**config.mk**
```make
export PLATFORM = sky130hd
export DESIGN_NAME = tx_bufstat_ctrl
export DESIGN_NICKNAME = d
export VERILOG_FILES = /design/src/rtl/tbs_pkg.sv /design/src/rtl/tbs_stat_reg.sv /design/src/rtl/tbs_sequencer.sv /design/src/rtl/tx_bufstat_ctrl.sv
export SDC_FILE = /design/constraint.sdc
export NUM_CORES = 1
export LEC_CHECK = 0
export BUFFER_PORTS_ARGS = -buffer_cell sky130_fd_sc_hd__buf_2
export CORE_MARGIN = 2
export CORE_UTILIZATION = 41
export DETAILED_ROUTE_END_ITERATION = 10
export MAX_ROUTING_LAYER = met4
export PLACE_DENSITY = 0.72
export SYNTH_ARGS = -nofsm -noshare
export SYNTH_HDL_FRONTEND = slang
export SYNTH_SLANG_ARGS = --single-unit
```
**constraint.sdc**
```tcl
create_clock -name clk_i -period 1.1 [get_ports clk_i]
set_input_delay 0.22 -clock clk_i [delete_from_list [all_inputs] [get_ports clk_i]]
set_output_delay 0.22 -clock clk_i [all_outputs]
set_load 0.05 [all_outputs]
```
**src/rtl/tbs_pkg.sv**
```systemverilog
package tbs_pkg;

  typedef struct packed {
    logic berr;
    logic eof;
    logic eob;
    logic map_all;
    logic irq_req;
    logic own;
  } buf_stat_t;

  // byte positions; the host decodes these
  localparam int unsigned B_OWN  = 0;
  localparam int unsigned B_IRQ  = 1;
  localparam int unsigned B_MAP  = 2;
  localparam int unsigned B_EOB  = 5;
  localparam int unsigned B_EOF  = 6;
  localparam int unsigned B_BERR = 7;

  function automatic logic [7:0] stat_pack(buf_stat_t s);
    logic [7:0] b;
    b         = 8'h00;
    b[B_BERR] = s.berr;
    b[B_EOF]  = s.eof;
    b[B_EOB]  = s.eob;
    b[B_MAP]  = s.map_all;
    b[B_IRQ]  = s.irq_req;
    b[B_OWN]  = s.own;
    return b;
  endfunction

endpackage

```
**src/rtl/tbs_stat_reg.sv**
```systemverilog
module tbs_stat_reg
  import tbs_pkg::*;
(
  input  logic      clk_i,
  input  logic      rst_ni,
  input  logic      wr_i,
  input  logic [7:0] wdata_i,
  input  logic      done_i,
  input  logic      berr_i,
  output buf_stat_t stat_o
);

  buf_stat_t stat_q, stat_d;

  always_comb begin
    stat_d = stat_q;
    if (wr_i) begin
      stat_d.eof     = wdata_i[B_EOF];
      stat_d.map_all = wdata_i[B_MAP];
      stat_d.irq_req = wdata_i[B_IRQ];
      if (wdata_i[B_OWN])   stat_d.own  = 1'b1;
      if (!wdata_i[B_BERR]) stat_d.berr = 1'b0;
      if (!wdata_i[B_EOB])  stat_d.eob  = 1'b0;
    end
    // device update applied last so it wins a same-cycle collision
    if (done_i) begin
      stat_d.own = 1'b0;
      stat_d.eob = 1'b1;
      if (berr_i) stat_d.berr = 1'b1;
    end
  end

  always_ff @(posedge clk_i or negedge rst_ni) begin
    if (!rst_ni) stat_q <= '0;
    else         stat_q <= stat_d;
  end

  assign stat_o = stat_q;

endmodule

```
**src/rtl/tbs_sequencer.sv**
```systemverilog
module tbs_sequencer #(
  parameter int unsigned NBUF  = 2,
  parameter int unsigned SEL_W = 1
) (
  input  logic             clk_i,
  input  logic             rst_ni,
  input  logic             done_i,
  input  logic             cur_own_i,
  input  logic             cur_irq_i,
  input  logic             cur_eof_i,
  output logic [SEL_W-1:0] cur_o,
  output logic             fire_o,
  output logic             irq_o,
  output logic             frame_end_o
);

  localparam logic [SEL_W-1:0] LAST = SEL_W'(NBUF - 1);

  logic [SEL_W-1:0] cur_q;
  logic             irq_q, fe_q;
  logic             fire;

  assign fire = done_i & cur_own_i;

  always_ff @(posedge clk_i or negedge rst_ni) begin
    if (!rst_ni) begin
      cur_q <= '0;
      irq_q <= 1'b0;
      fe_q  <= 1'b0;
    end else begin
      irq_q <= fire & cur_irq_i;
      fe_q  <= fire & cur_eof_i;
      if (fire) cur_q <= (cur_q == LAST) ? '0 : cur_q + SEL_W'(1);
    end
  end

  assign cur_o       = cur_q;
  assign fire_o      = fire;
  assign irq_o       = irq_q;
  assign frame_end_o = fe_q;

endmodule

```
**src/rtl/tx_bufstat_ctrl.sv**
```systemverilog
module tx_bufstat_ctrl
  import tbs_pkg::*;
#(
  parameter  int unsigned NBUF  = 2,
  localparam int unsigned SEL_W = (NBUF > 1) ? $clog2(NBUF) : 1
) (
  input  logic             clk_i,
  input  logic             rst_ni,
  input  logic             host_we_i,
  input  logic [SEL_W-1:0] host_wsel_i,
  input  logic [7:0]       host_wdata_i,
  input  logic [SEL_W-1:0] host_rsel_i,
  output logic [7:0]       host_rdata_o,
  input  logic             xfer_done_i,
  input  logic             bus_err_i,
  output logic [SEL_W-1:0] buf_cur_o,
  output logic             buf_valid_o,
  output logic             map_all_o,
  output logic             irq_o,
  output logic             frame_end_o
);

  buf_stat_t        stat[NBUF];
  buf_stat_t        cur_stat;
  logic [SEL_W-1:0] cur;
  logic             fire;

  for (genvar g = 0; g < NBUF; g++) begin : g_buf
    tbs_stat_reg i_stat (
      .clk_i  (clk_i),
      .rst_ni (rst_ni),
      .wr_i   (host_we_i && (host_wsel_i == SEL_W'(g))),
      .wdata_i(host_wdata_i),
      .done_i (fire && (cur == SEL_W'(g))),
      .berr_i (bus_err_i),
      .stat_o (stat[g])
    );
  end

  always_comb begin
    cur_stat = '0;
    for (int i = 0; i < NBUF; i++)
      if (cur == SEL_W'(i)) cur_stat = stat[i];
  end

  always_comb begin
    host_rdata_o = 8'h00;
    for (int i = 0; i < NBUF; i++)
      if (host_rsel_i == SEL_W'(i)) host_rdata_o = stat_pack(stat[i]);
  end

  tbs_sequencer #(.NBUF(NBUF), .SEL_W(SEL_W)) i_seq (
    .clk_i      (clk_i),
    .rst_ni     (rst_ni),
    .done_i     (xfer_done_i),
    .cur_own_i  (cur_stat.own),
    .cur_irq_i  (cur_stat.irq_req),
    .cur_eof_i  (cur_stat.eof),
    .cur_o      (cur),
    .fire_o     (fire),
    .irq_o      (irq_o),
    .frame_end_o(frame_end_o)
  );

  assign buf_cur_o   = cur;
  assign buf_valid_o = cur_stat.own;
  assign map_all_o   = cur_stat.map_all;

endmodule

```
==> insert_results.sql <==
INSERT INTO impl_metrics (metric_group, metric, value, unit) VALUES
('outcome', 'outcome', 'complete, but fails checks', ''),
('synth', 'yosysTopAreaCell', 'sky130_fd_sc_hd__dfrtp_1', ''),
('place', 'gpl.final_weighted_congestion', '0.763', ''),
('synth', 'largest_cells_by_area_after_synthesis', 'sky130_fd_sc_hd__dfrtp_1 (53%), sky130_fd_sc_hd__mux2_2 (19%), sky130_fd_sc_hd__a22o_1 (4.9%), sky130_fd_sc_hd__nand3b_1 (3.2%), sky130_fd_sc_hd__or3b_1 (2.5%)', ''),
('place', 'place.port_buffers', '23', ''),
('pwr', 'power.internal', '1.77', 'mW'),
('cells_and_area', 'n_antenna_cell', '0', ''),
('pwr', 'vdd_ir_drop_max', '1.21', 'mV'),
('pwr', 'power.combinational.fraction', '61.5', '%'),
('pwr', 'sequentialPowerShare', '28.1', '%'),
('clock_tree', 'cts.htree.levels', '1', ''),
('drt', 'wl_met2', '833', 'µm'),
('sta', 'report.final.hold_viol_count', '0', ''),
('drt', 'detail_route.wl_per_cell', '14.3', 'µm'),
('drt', 'avgViaCountPerCell', '5.22', ''),
('sta', 'fin_hold_ws', '0.171', 'ns'),
('min_path', 'holdCritPathClass', 'in -> reg', ''),
('pwr', 'power.switching_fraction', '41.7', '%'),
('cells_and_area', 'fraction_of_final_layout_cells_sized_beyond_drive_strength_1', '62.8', '%'),
('drt', 'detail_route.wirelength.met1', '633', 'µm'),
('clock_tree', 'worstSkewPairLatency', '0.29', 'ns'),
('cells_and_area', 'instances_no_fill', '111', ''),
('floorplan', 'ios', '28', ''),
('worst_setup_path', 'setup.worst_path.start_class', 'register', ''),
('global_routing', 'grt_pass1_wl', '2.34', 'mm'),
('worst_setup_path', 'r2r_slack', '-0.11', 'ns'),
('drt', 'drt.antenna.violating_nets', '0', ''),
('cells_and_area', 'nNetsFinal', '110', ''),
('sta', 'rsz0062_at_grt', 'yes', ''),
('drt', 'routed-via-count', '579', ''),
('clock_tree', 'cts_buffers', '3', ''),
('global_routing', 'globalRouteOverflowTotal', '0', ''),
('cells_and_area', 'area_delta_synth_final', '54.1', '%'),
('synth', 'sequential_fraction_of_the_synthesis_area', '53.0', '%'),
('clock_tree', 'tritoncts', 'built', ''),
('global_routing', 'grt_pass1_vias', '567', ''),
('drt', 'drt_iter0_markers', '1', ''),
('sta', 'period_needed', '1.40', 'ns'),
('floorplan', 'start_util', '42.4', '%'),
('synth', 'synthDominantCellAreaShare', '53.0', '%'),
('worst_setup_path', 'setup.worst_path.end_class', 'output port', ''),
('clock_tree', 'cts.path.max_buffers', '2', ''),
('place', 'place_inst', '95', ''),
('synth', 'ys_seq_elements', '15', ''),
('pwr', 'p_clk_share', '10.4', '%'),
('run', 'max_cap_viol_count', '0', ''),
('sta', 'achievable-frequency', '0.714', 'GHz'),
('global_routing', 'grt_antenna_before_repair', '0', ''),
('clock_tree', 'clkSlewWorstSetupHoldPaths', '0.08', 'ns'),
('pwr', 'total_switching_power', '1.27', 'mW'),
('sta', 'slew_viol_final', '0', ''),
('floorplan', 'die_h', '45.6', 'µm'),
('sta', 'skew', '0.00241', 'ns'),
('global_routing', 'gr-usage-all-layers', '17.5', '%'),
('synth', 'number_of_instances_in_the_synthesized_netlist', '58', ''),
('sta', 'finalSetupViolations', '17', ''),
('floorplan', 'fp.coreArea', '1670', 'µm²'),
('outcome', 'failed_checks', 'negative setup slack', ''),
('global_routing', 'grt_start_max_net_pins', '16', ''),
('drt', 'route.detailed.drc', '0', ''),
('worst_setup_path', 'worst_ep_arrival_time', '1.18', 'ns'),
('synth', 'synth_cell_types', '20', ''),
('clock_tree', 'cts_sinks', '15', ''),
('synth', 'mappedNetlistArea', '708', 'µm²'),
('cells_and_area', 'fill_cells', '132', ''),
('synth', 'synth.avg_cell_area', '12.2', 'µm²'),
('sta', 'postLayoutSetupSlackWorst', '-0.301', 'ns'),
('worst_setup_path', 'timing_worst_setup_path_type', 'reg -> out', ''),
('floorplan', 'die_w', '45.6', 'µm'),
('synth', 'synth_warnings', '0', ''),
('sta', 'layout_worst_path_cycle_share', '127', '%');
## layout by cell type, fill, tap and decap left out, types with 3 or more instances in the layout
master and instances:
sky130_fd_sc_hd__mux2_4 5, sky130_fd_sc_hd__a22o_1 4, sky130_fd_sc_hd__dfrtp_1 14, sky130_fd_sc_hd__clkbuf_4 3, sky130_fd_sc_hd__nand3b_1 3, sky130_fd_sc_hd__buf_8 3
sky130_fd_sc_hd__buf_6 6, sky130_fd_sc_hd__buf_2 12, sky130_fd_sc_hd__buf_4 12, sky130_fd_sc_hd__mux2_2 7
## metrics by stage
step           power, mW  setup slack, ns  TNS, ns  instance area [µm²]
4_1_cts             2.93           -0.311    -2.44                 1050
6_report            3.04           -0.301    -2.46                 1090
3_5_place_dp        2.06           -0.114   -0.572                  843
2_1_floorplan       1.82           -0.159   -0.757                  729
3_3_place_gp        2.04           -0.109   -0.542                  843
5_1_grt             3.19           -0.339    -3.04                 1090
## flip-flops by register name, indices dropped and copies added, names as in the netlist
| signal | count |
|---|---|
| i_seq.irq_o | 1 |
| i_seq.frame_end_o | 1 |
| i_seq.cur_o | 1 |
| g_buf.i_stat.stat_o | 12 |
## logic make-up (layout without fill, tap and decap cells)
kind of cell | after synthesis | after routing | share of synthesized area [%]
compound gates | 11 | 11 | 11.1
buf+inv | 7 | 42 | 5.12
flops | 15 | 15 | 53.0
mux | 12 | 12 | 19.1
other cells | 1 | 2 | 0.530
simple gates | 12 | 12 | 11.1
## power groups by stage
stage               registers [mW]  clock network [mW]  logic (mW)
CTS                          0.845               0.327        1.75
finish                       0.856               0.315        1.87
global route                 0.877               0.349        1.96
detailed placement           0.880                   0        1.18
floorplan                    0.986                   0       0.837
global placement             0.869                   0        1.17
## cell type report
| class | instances | area (µm²) | share of cell area, % |
|---|---|---|---|
| multi-input cells | 37 | 347 | 31.8 |
| well taps | 17 | 21.3 | 1.95 |
| inverters | 2 | 7.51 | 0.688 |
| clock buffers | 4 | 26.3 | 2.41 |
| flip-flops and latches | 15 | 377 | 34.5 |
| repair buffers | 36 | 313 | 28.7 |
## worst max-delay path, cell delays in order (launching register included)
cell,delay (ns)
sky130_fd_sc_hd__dfrtp_2,0.44
sky130_fd_sc_hd__mux2_4,0.31
sky130_fd_sc_hd__buf_6,0.15
## layer usage
layer  global-route usage (%)  up-vias
met2                     28.7       15
met4                     15.3        0
met3                     3.57        5
met1                     17.3      286
met5                        -        -
li1                         -      273
## synth_stat cells (all sizes together)
cell type,n
dfrtp,15
mux2,12
a22o,4
buf,4
nand2,3
nand3b,3
a21o,2
inv,2
o21ai,2
or3b,2
a21oi,1
a31oi,1
and3,1
and3b,1
clkbuf,1
conb,1
nor2,1
nor2b,1
o21bai,1
## path summary, 6_finish.rpt
kind | from | endpoint | cells past startpoint
max in group asynchronous | rst_ni | i_seq.cur_o | 2
worst min register to register | g_buf[0].i_stat.stat_o[3] | g_buf[0].i_stat.stat_o[3] | 1
min in group asynchronous | rst_ni | g_buf[1].i_stat.stat_o[0] | 2
worst max-delay path | i_seq.cur_o | map_all_o | 2
worst min-delay path | host_wdata_i[1] | g_buf[1].i_stat.stat_o[1] | 2
worst max register to register | i_seq.cur_o | i_seq.irq_o | 4
## what timing repair did
action,in CTS,in global routing
pin swaps,2,0
setup buffers,9,2
resized for setup,31,5
gates cloned,0,0
hold buffers,1,0
endpoints found under the setup margin,11,17
endpoints found under the hold margin,15,0
Power figures use the tool's default switching activity.
